$ cat src/rtl/lbt_pkg.sv
`timescale 1ns/1ps
package lbt_pkg;

  // Byte offsets seen by host software; decoded by the control block.
  localparam int OFF_SCR32   = 'h10;
  localparam int OFF_SCR64LO = 'h18;
  localparam int OFF_SCR64HI = 'h1C;
  localparam int OFF_IRQ     = 'h20;
  localparam int OFF_DMALO   = 'h28;
  localparam int OFF_DMAHI   = 'h2C;
  localparam int OFF_SIZE    = 'h30;
  localparam int OFF_CTL     = 'h34;

  // Write strobes from control to datapath, at most one set per cycle.
  typedef struct packed {
    logic scr32;
    logic scrLo;
    logic scrHi;
    logic irq;
    logic dmaLo;
    logic dmaHi;
    logic size;
    logic ctl;
  } wrStrobe_t;

  // Read source selection.
  typedef enum logic [3:0] {
    SEL_NONE,
    SEL_SCR32,
    SEL_SCR64LO,
    SEL_SCR64HI,
    SEL_IRQ,
    SEL_DMALO,
    SEL_DMAHI,
    SEL_SIZE,
    SEL_CTL
  } rdSel_t;

endpackage

$ cat src/rtl/lbt_pair64.sv
`timescale 1ns/1ps
module lbt_pair64 #(
  parameter int HALF_W = 32,
  localparam int FULL_W = 2 * HALF_W
) (
  input  logic              clk,
  input  logic              rstN,
  input  logic              wrLo,
  input  logic              wrHi,
  input  logic [HALF_W-1:0] wrData,
  output logic [FULL_W-1:0] full
);

  logic [HALF_W-1:0] stage;

  always_ff @(posedge clk or negedge rstN) begin
    if (!rstN) begin
      stage <= '0;
      full  <= '0;
    end else begin
      if (wrLo) stage <= wrData;
      if (wrHi) full  <= {wrData, stage};
    end
  end

  // a staged lower half alone never alters the committed value
  assert_lo_no_commit_R4: assert property (@(posedge clk) disable iff (!rstN)
    (wrLo && !wrHi) |=> $stable(full));

  // upper-half write commits the staged lower half underneath
  assert_hi_commit_R4: assert property (@(posedge clk) disable iff (!rstN)
    (wrHi && !wrLo) |=> (full[HALF_W-1:0] == $past(stage)) &&
                        (full[FULL_W-1:HALF_W] == $past(wrData)));

endmodule

$ cat src/rtl/lbt_ctrl.sv
`timescale 1ns/1ps
module lbt_ctrl
  import lbt_pkg::*;
#(
  parameter int ADDR_W = 8,
  parameter int DATA_W = 32,
  parameter int VEC_W  = 8
) (
  input  logic              clk,
  input  logic              rstN,
  input  logic [ADDR_W-1:0] addr,
  input  logic              wrEn,
  input  logic [DATA_W-1:0] wrData,
  input  logic              rdEn,
  output wrStrobe_t         wrStb,
  output rdSel_t            rdSel,
  output logic              rdStb,
  output logic              irqFire,
  output logic [VEC_W-1:0]  irqVec,
  output logic              vecErr
);

  rdSel_t hit;
  logic   vecOk;

  always_comb begin
    unique case (addr)
      ADDR_W'(OFF_SCR32):   hit = SEL_SCR32;
      ADDR_W'(OFF_SCR64LO): hit = SEL_SCR64LO;
      ADDR_W'(OFF_SCR64HI): hit = SEL_SCR64HI;
      ADDR_W'(OFF_IRQ):     hit = SEL_IRQ;
      ADDR_W'(OFF_DMALO):   hit = SEL_DMALO;
      ADDR_W'(OFF_DMAHI):   hit = SEL_DMAHI;
      ADDR_W'(OFF_SIZE):    hit = SEL_SIZE;
      ADDR_W'(OFF_CTL):     hit = SEL_CTL;
      default:              hit = SEL_NONE;
    endcase
  end

  always_comb begin
    wrStb       = '0;
    wrStb.scr32 = wrEn && (hit == SEL_SCR32);
    wrStb.scrLo = wrEn && (hit == SEL_SCR64LO);
    wrStb.scrHi = wrEn && (hit == SEL_SCR64HI);
    wrStb.irq   = wrEn && (hit == SEL_IRQ);
    wrStb.dmaLo = wrEn && (hit == SEL_DMALO);
    wrStb.dmaHi = wrEn && (hit == SEL_DMAHI);
    wrStb.size  = wrEn && (hit == SEL_SIZE);
    wrStb.ctl   = wrEn && (hit == SEL_CTL);
  end

  assign rdSel = hit;
  assign rdStb = rdEn;
  assign vecOk = (wrData >> VEC_W) == '0;

  always_ff @(posedge clk or negedge rstN) begin
    if (!rstN) begin
      irqFire <= 1'b0;
      irqVec  <= '0;
      vecErr  <= 1'b0;
    end else begin
      irqFire <= wrStb.irq && vecOk;
      if (wrStb.irq && vecOk) irqVec <= wrData[VEC_W-1:0];
      if (wrStb.irq && !vecOk) vecErr <= 1'b1;
    end
  end

  // an in-range vector write yields a request on that vector next cycle
  assert_vec_fire_R5: assert property (@(posedge clk) disable iff (!rstN)
    (wrEn && addr == ADDR_W'(OFF_IRQ) && (wrData >> VEC_W) == '0)
      |=> (irqFire && irqVec == $past(wrData[VEC_W-1:0])));

  // an out-of-range vector write fires nothing and flags an error
  assert_bad_vec_R6: assert property (@(posedge clk) disable iff (!rstN)
    (wrEn && addr == ADDR_W'(OFF_IRQ) && (wrData >> VEC_W) != '0)
      |=> (!irqFire && vecErr));

  // the error flag never clears outside reset
  assert_err_sticky_R6: assert property (@(posedge clk) disable iff (!rstN)
    vecErr |=> vecErr);

  // no access ever drives more than one register write
  assert_strobe_onehot_R9: assert property (@(posedge clk) disable iff (!rstN)
    $onehot0(wrStb));

endmodule

$ cat src/rtl/lbt_data.sv
`timescale 1ns/1ps
module lbt_data
  import lbt_pkg::*;
#(
  parameter int DATA_W = 32,
  localparam int WIDE_W = 2 * DATA_W,
  localparam int N_PAIR = 2
) (
  input  logic              clk,
  input  logic              rstN,
  input  wrStrobe_t         wrStb,
  input  rdSel_t            rdSel,
  input  logic              rdStb,
  input  logic [DATA_W-1:0] wrData,
  output logic [DATA_W-1:0] rdData
);

  logic [DATA_W-1:0] scr32Q, irqQ, sizeQ, ctlQ;
  logic [N_PAIR-1:0] loStb, hiStb;
  logic [N_PAIR-1:0][WIDE_W-1:0] pairVal;
  logic [WIDE_W-1:0] scr64Dbl;
  logic [DATA_W-1:0] scr32Dbl;
  logic [DATA_W-1:0] muxVal;

  // pair 0: 64-bit scratch, pair 1: DMA address
  assign loStb = {wrStb.dmaLo, wrStb.scrLo};
  assign hiStb = {wrStb.dmaHi, wrStb.scrHi};

  for (genvar g = 0; g < N_PAIR; g++) begin : gPair
    lbt_pair64 #(.HALF_W(DATA_W)) uPair (
      .clk    (clk),
      .rstN   (rstN),
      .wrLo   (loStb[g]),
      .wrHi   (hiStb[g]),
      .wrData (wrData),
      .full   (pairVal[g])
    );
  end

  always_ff @(posedge clk or negedge rstN) begin
    if (!rstN) begin
      scr32Q <= '0;
      irqQ   <= '0;
      sizeQ  <= '0;
      ctlQ   <= '0;
    end else begin
      if (wrStb.scr32) scr32Q <= wrData;
      if (wrStb.irq)   irqQ   <= wrData;
      if (wrStb.size)  sizeQ  <= wrData;
      if (wrStb.ctl)   ctlQ   <= wrData;
    end
  end

  assign scr32Dbl = {scr32Q[DATA_W-2:0], 1'b0};
  assign scr64Dbl = {pairVal[0][WIDE_W-2:0], 1'b0};

  always_comb begin
    unique case (rdSel)
      SEL_SCR32:   muxVal = scr32Dbl;
      SEL_SCR64LO: muxVal = scr64Dbl[DATA_W-1:0];
      SEL_SCR64HI: muxVal = scr64Dbl[WIDE_W-1:DATA_W];
      SEL_IRQ:     muxVal = irqQ;
      SEL_DMALO:   muxVal = pairVal[1][DATA_W-1:0];
      SEL_DMAHI:   muxVal = pairVal[1][WIDE_W-1:DATA_W];
      SEL_SIZE:    muxVal = sizeQ;
      SEL_CTL:     muxVal = ctlQ;
      default:     muxVal = '0;
    endcase
  end

  always_ff @(posedge clk or negedge rstN) begin
    if (!rstN) rdData <= '0;
    else       rdData <= rdStb ? muxVal : '0;
  end

  // reads that miss the map come back as zero
  assert_unmapped_zero_R9: assert property (@(posedge clk) disable iff (!rstN)
    (rdStb && rdSel == SEL_NONE) |=> (rdData == '0));

  // the read bus idles at zero after a cycle without a read
  assert_idle_zero_R10: assert property (@(posedge clk) disable iff (!rstN)
    !rdStb |=> (rdData == '0));

  // the 32-bit scratch readback is always even
  assert_scr32_even_R2: assert property (@(posedge clk) disable iff (!rstN)
    (rdStb && rdSel == SEL_SCR32) |=> (rdData[0] == 1'b0));

endmodule

$ cat src/rtl/loopback_test_bank.sv
`timescale 1ns/1ps
module loopback_test_bank
  import lbt_pkg::*;
#(
  parameter int ADDR_W = 8,
  parameter int DATA_W = 32,
  parameter int VEC_W  = 8
) (
  input  logic              clk,
  input  logic              rstN,
  input  logic [ADDR_W-1:0] busAddr,
  input  logic              busWrEn,
  input  logic [DATA_W-1:0] busWrData,
  input  logic              busRdEn,
  output logic [DATA_W-1:0] busRdData,
  output logic              irqFire,
  output logic [VEC_W-1:0]  irqVec,
  output logic              vecErr
);

  wrStrobe_t wrStb;
  rdSel_t    rdSel;
  logic      rdStb;

  lbt_ctrl #(.ADDR_W(ADDR_W), .DATA_W(DATA_W), .VEC_W(VEC_W)) uCtrl (
    .clk     (clk),
    .rstN    (rstN),
    .addr    (busAddr),
    .wrEn    (busWrEn),
    .wrData  (busWrData),
    .rdEn    (busRdEn),
    .wrStb   (wrStb),
    .rdSel   (rdSel),
    .rdStb   (rdStb),
    .irqFire (irqFire),
    .irqVec  (irqVec),
    .vecErr  (vecErr)
  );

  lbt_data #(.DATA_W(DATA_W)) uData (
    .clk    (clk),
    .rstN   (rstN),
    .wrStb  (wrStb),
    .rdSel  (rdSel),
    .rdStb  (rdStb),
    .wrData (busWrData),
    .rdData (busRdData)
  );

endmodule

$ cat config.mk
export PLATFORM = sky130hd
export DESIGN_NAME = loopback_test_bank
export DESIGN_NICKNAME = d
export VERILOG_FILES = /design/src/rtl/lbt_pkg.sv /design/src/rtl/lbt_pair64.sv /design/src/rtl/lbt_ctrl.sv /design/src/rtl/lbt_data.sv /design/src/rtl/loopback_test_bank.sv
export SDC_FILE = /design/constraint.sdc
export NUM_CORES = 1
export LEC_CHECK = 0
export CORE_UTILIZATION = 55
export DETAILED_ROUTE_END_ITERATION = 12
export DONT_BUFFER_PORTS = 1
export HOLD_SLACK_MARGIN = 0.05
export PLACE_DENSITY = 0.7
export SYNTH_ARGS = -nofsm -noshare
export SYNTH_HDL_FRONTEND = slang
export SYNTH_SLANG_ARGS = --single-unit
$ cat constraint.sdc
create_clock -name clk -period 1.4 [get_ports clk]
set_input_delay 0.21 -clock clk [delete_from_list [all_inputs] [get_ports clk]]
set_output_delay 0.21 -clock clk [all_outputs]
set_load 0.01 [all_outputs]
==> out/qor.csv, run 1 <==
metric,value,unit
status,"complete, but fails checks",
violations,"hold timing, setup timing",
grt_setup_unrepaired,true,
fin_crit,1.59,ns
avgSynthCellArea,14.7,µm²
endpoint_kind,flop,
finalMaxSlewViolations,0,
routabilityCongestion,0.779,
slew_headroom,40.4,%
setup_viol,3,
vias_per_cell,6.23,
die_h,168,µm
antenna_cells,0,
core,27000,µm²
total_power,22.1,mW
cp_data_arrival_time,1.98,ns
grt_pass1_wl,56000,µm
maxCapViolations,0,
fp.dieW,168,µm
internal_power,17.5,mW
synth_edf_count,0,
power_frac_clock,46.5,%
max_stage_delay,0.39,ns
cts_made_buffers,38,
wl_per_cell,24.3,µm
r2r_end,uData.rdData[6]$_DFF_PN0_,
synth_flop_cell,dfrtp_1,
critical_path.slowest_cell,dfrtp_1,
fmax,0.630,GHz
critPathTopFamily,compound AO/OA/AOI/OAI gates,
netlist_top_cells_count,"dfrtp_1 (360), mux2_2 (336), a22o_1 (55), a22oi_1 (55), buf_2 (35)",
hold_viol_final,360,
whs,-0.607,ns
startpoint_type,flop,
post-route-cell-area,17700,µm²
pwr-share-comb,3.8,%
synth_seq_cells,360,
yosysTopAreaCell,dfrtp_1,
synth_area_leaders,"dfrtp_1 (59%), mux2_2 (25%), a22o_1 (3.2%)",
antenna_found_initial,0,
period_share,113,%
rrSetupSlack,-0.19,ns
power_density,1250,nW/µm²
areaGrowthSynthToFinish,16.3,%
clock-sinks,360,
seqPwrFrac,49.6,%
critPathKind,reg -> reg,
layout.nets,1139,
yosysUniqueCellTypes,47,
cp_cell_sequence,mux2_2 -> a32o_1 -> a222oi_1 -> buf_4 -> nor2_1,
yosysSeqAreaShare,59.3,%
clkTransAtPathRegs,0.06,ns
pre_cts_slack,-0.576,ns
tritoncts,built,
worst_pin_slew,0.893,ns
hold_path.class,in -> async,
route.detailed.drc,0,
cts_hold_buf,33,
final_antenna_net_count,0,
setup_slack,-0.188,ns
place_hpwl,21000,µm
via_count,9114,
clock_latency,0.52,ns
yosysWarnings,0,
htree_num_levels,2,
ios,86,
finClkSkew,0.00798,ns
async_flop_share,100,%
postPlaceCellArea,16000,µm²
synth_area,15200,µm²
synth_nets,1078,
io_buffers,0,
fin_tns_setup,-0.379,ns
yosysTopAreaCellShare,59.3,%
clk_path_buf_depth,3,
switchingPower,4.55,mW
yosysMostFrequentCell,dfrtp_1,
root_buffer,clkbuf_16,
first_global_vias,9459,
required,1.79,ns
r2r_cells,5,
drt_first_pass_iters,5,
drive_gt1_share,43.2,%
r2r_start,uData.gPair[1].uPair.full[6]$_DFFE_PN0P_,
postCtsSetupRepairBufs,0,
drt-total-wl,35500,µm
initial_core_util,56.2,%
dieArea,28300,µm²
path_buf_inv,1,
switching_share,20.6,%
grt-ovfl-total,0,
num_rows,60,
irDropWorstVdd,0.963,mV
drt_iter0_drc,659,
p_leak,8.70,nW
synth_cells,1034,
grt_start_max_net_pins,361,
critPathMaxFanout,2,
grt_use_total,26.0,%
## metrics by stage
stage | util, % | instances
2_1_floorplan | - | 1034
3_3_place_gp | 59.4 | 1363
3_5_place_dp | 59.4 | 1363
4_1_cts | 65.4 | 1464
5_1_grt | 65.4 | 1464
6_report | 65.4 | 1464
## cells in the final DEF (no fill, tap or decap), drive strengths merged, types with 3 or more instances in the layout
cell	count
a21oi	3
mux2i	7
nor2	6
a22o	55
and3	4
a31oi	27
nand4	5
nand2	30
a222oi	3
a32o	4
nor4	7
dlygate4sd3	33
clkinv	9
a22oi	55
buf	62
nor3	4
clkbuf	56
o22ai	3
bufinv	3
dfrtp	360
o21ai	4
and2	4
mux2	358
nand3b	4
## power groups by stage
stage	clock network (mW)	registers (mW)	logic (mW)
global placement	0	11.1	0.639
finish	10.3	10.9	0.847
floorplan	0	11.1	0.575
detailed placement	0	11.1	0.661
CTS	10.4	10.9	0.850
global route	10.9	11.0	0.911
## worst register-to-register path: stages (launching register included)
cell	delay [ns]
dfrtp_1	0.39
mux2_2	0.27
a32o_1	0.20
a222oi_1	0.36
buf_4	0.19
nor2_1	0.05
## sequential cells by signal, summed over array words and instances (netlist names)
register,cells
uCtrl.irqVec,8
uData.irqQ,32
uData.sizeQ,32
uData.scr32Q,31
uCtrl.irqFire,1
uData.ctlQ,32
uCtrl.vecErr,1
uData.gPair.uPair.full,127
uData.rdData,32
uData.gPair.uPair.stage,64
## how the worst max path moves through the flow
stage | start | endpoint | slack, ns | cells past startpoint
after global placement | busWrData[21] | uCtrl.irqVec[0]$_DFFE_PN0P_ | -0.53 | 5
final | uData.gPair[1].uPair.full[6]$_DFFE_PN0P_ | uData.rdData[6]$_DFF_PN0_ | -0.19 | 5
after global routing | uData.gPair[1].uPair.full[38]$_DFFE_PN0P_ | uData.rdData[6]$_DFF_PN0_ | -0.20 | 5
after CTS | uData.gPair[1].uPair.full[6]$_DFFE_PN0P_ | uData.rdData[6]$_DFF_PN0_ | -0.16 | 5
after floorplan | busAddr[1] | uData.gPair[0].uPair.full[13]$_DFFE_PN0P_ | -0.21 | 5
after detailed placement | busWrData[21] | uCtrl.irqVec[4]$_DFFE_PN0P_ | -0.58 | 5
## per-layer routing
layer / vias to the layer above / routed length, µm / GRT usage [%]
met4: 0 / 598 / 7.71
met1: 4845 / 15800 / 36.2
met3: 50 / 2010 / 4.91
met5: - / 0 / 0
li1: 3975 / - / -
met2: 244 / 17200 / 41.7
## timing repair
item                       in CTS  in global routing
hold endpoints to repair      623                360
pin swaps                       1                  0
resized for setup               0                  2
setup endpoints to repair       3                  6
## kinds of logic (layout without fill, tap and decap cells)
family	count (synthesis)	after routing	synth area share, %
DFF	360	360	59.3
buffers and inverters	74	163	2.46
muxes	365	365	27.0
AOI/OAI and AO/OA	157	157	7.98
and+or+nand+nor	78	78	3.27
## cell type report
class,count,area (µm²)
clock buffers,56,1150
clock inverters,12,135
fillers,1989,9350
multi-input cells,600,5900
flip-flops and latches,360,9010
well taps,341,427
repair buffers,95,1050
Power figures use the tool's default switching activity.
==> run 2: changes to the inputs <==
- CORE_ASPECT_RATIO: unset -> 0.6
==> run 2 against run 1 <==
- the flow still finishes with violations (hold timing, setup timing)
- clock skew increased by 0.0019 ns
- sequential share of layout area increased by 0.27 points
- via count increased by 1.4%
- critical path type unchanged
- largest cell class unchanged
==> out/qor.csv, run 2 (synthesis results as in run 1) <==
metric,value,unit
final_antenna_net_count,0,
first_global_vias,9427,
slew_headroom,34.9,%
required,1.79,ns
hold_viol_final,360,
drt_first_pass_iters,5,
clk_path_buf_depth,3,
worst_pin_slew,0.976,ns
critPathKind,reg -> reg,
cp_cell_sequence,mux2_2 -> a32o_1 -> a222oi_1 -> nor2_1,
fin_tns_setup,-0.127,ns
tritoncts,built,
critPathMaxFanout,2,
via_count,9243,
reg_top3,"uData.gPair.uPair.full: 127 flops, uData.gPair.uPair.stage: 64 flops",
power_density,1220,nW/µm²
antenna_found_initial,1,
largest_reg_flops,127,
drt_iter0_drc,800,
critPathTopFamily,compound AO/OA/AOI/OAI gates,
whs,-0.615,ns
maxCapViolations,0,
grt_start_max_net_pins,361,
vias_per_cell,6.29,
dieArea,28300,µm²
fp.dieW,217,µm
clock-sinks,360,
fmax,0.689,GHz
cts_made_buffers,34,
p_leak,8.63,nW
finClkSkew,0.00985,ns
violations,"hold timing, setup timing",
place_hpwl,22000,µm
num_rows,46,
grt_pass1_wl,58700,µm
core,26800,µm²
wl_per_cell,25.4,µm
max_stage_delay,0.39,ns
endpoint_kind,flop,
ios,86,
crit_cells,4,
root_buffer,clkbuf_16,
startpoint_type,flop,
fin_crit,1.45,ns
areaGrowthSynthToFinish,15.7,%
io_buffers,0,
route.detailed.drc,0,
path_buf_inv,0,
htree_num_levels,2,
mostFrequentLayoutCells,"dfrtp_1 (360), mux2_2 (334), a22o_1 (55), a22oi_1 (55), clkbuf_16 (37)",
initial_core_util,56.8,%
antenna_cells,0,
layout.nets,1129,
drive_gt1_share,42.6,%
setup_viol,3,
finalMaxSlewViolations,0,
irDropWorstVdd,0.962,mV
final_util,65.7,%
clkTransAtPathRegs,0.07,ns
grt_setup_unrepaired,true,
clock_latency,0.52,ns
routabilityCongestion,0.852,
period_share,104,%
regMostFlops,uData.gPair.uPair.full,
r2r_cells,4,
status,"complete, but fails checks",
hold_path.class,in -> async,
drt-total-wl,37400,µm
rrSetupSlack,-0.05,ns
critical_path.slowest_cell,dfrtp_1,
die_h,131,µm
cp_data_arrival_time,1.84,ns
cts_hold_buf,34,
grt_use_total,27.6,%
grt-ovfl-total,0,
setup_slack,-0.0517,ns
total_power,21.4,mW
mostFrequentLayoutCell,dfrtp_1,
-- run 2: cell types whose count changed in the layout (fill, tap and decap cells not counted), moves of 2 or more --
cell | before | now
buf_12 | 20 | 22
buf_4 | 42 | 33
clkbuf_16 | 41 | 37
clkinv_2 | 9 | 5
-- run 2: per-layer routing --
layer,track usage [%],up-vias,routed length (µm)
met5,0,-,0
met2,40.8,286,16400
met3,5.46,52,2620
li1,-,3963,-
met1,41.9,4942,17600
met4,7.33,0,717
-- run 2: final cells by class --
class,instances,area [µm²]
clock buffer,52,1060
clock inverter,9,104
fill,1955,9180
multi-input combinational,600,5930
sequential,360,9010
tap,360,450
timing repair buffer,89,1030
-- run 2: what timing repair did --
action	CTS	global route
gates resized for setup	1	3
pin swaps	4	1
setup buffers	1	0
endpoints found under the hold margin	623	360
endpoints found under the setup margin	3	11
-- run 2: worst paths after layout --
check	startpoint	to
max	uData.gPair[1].uPair.full[12]$_DFFE_PN0P_	uData.rdData[12]$_DFF_PN0_
min	rstN	uData.gPair[1].uPair.full[14]$_DFFE_PN0P_
max reg2reg	uData.gPair[1].uPair.full[12]$_DFFE_PN0P_	uData.rdData[12]$_DFF_PN0_
min reg2reg	uData.gPair[0].uPair.stage[8]$_DFFE_PN0P_	uData.gPair[0].uPair.full[8]$_DFFE_PN0P_
max in group asynchronous	rstN	uData.sizeQ[6]$_DFFE_PN0P_
min in group clk	busAddr[2]	uData.rdData[0]$_DFF_PN0_
-- run 2: stage by stage --
step,hold slack (ns),setup WS [ns],std cells,instance area (µm²)
finish,-0.615,-0.0517,1470,17600
CTS,-0.629,-0.0725,1470,17600
global placement,-0.0718,-0.464,1374,16000
detailed placement,-0.0727,-0.467,1374,16000
floorplan,-0.0856,-0.211,1034,15400
global route,-0.631,-0.0836,1470,17600
-- run 2: power breakdown --
| group | switching (mW) | internal [mW] | total, mW |
|---|---|---|---|
| registers | 0.184 | 10.8 | 10.9 |
| clock network | 3.95 | 5.63 | 9.59 |
| logic | 0.380 | 0.480 | 0.861 |
| total | 4.52 | 16.9 | 21.4 |
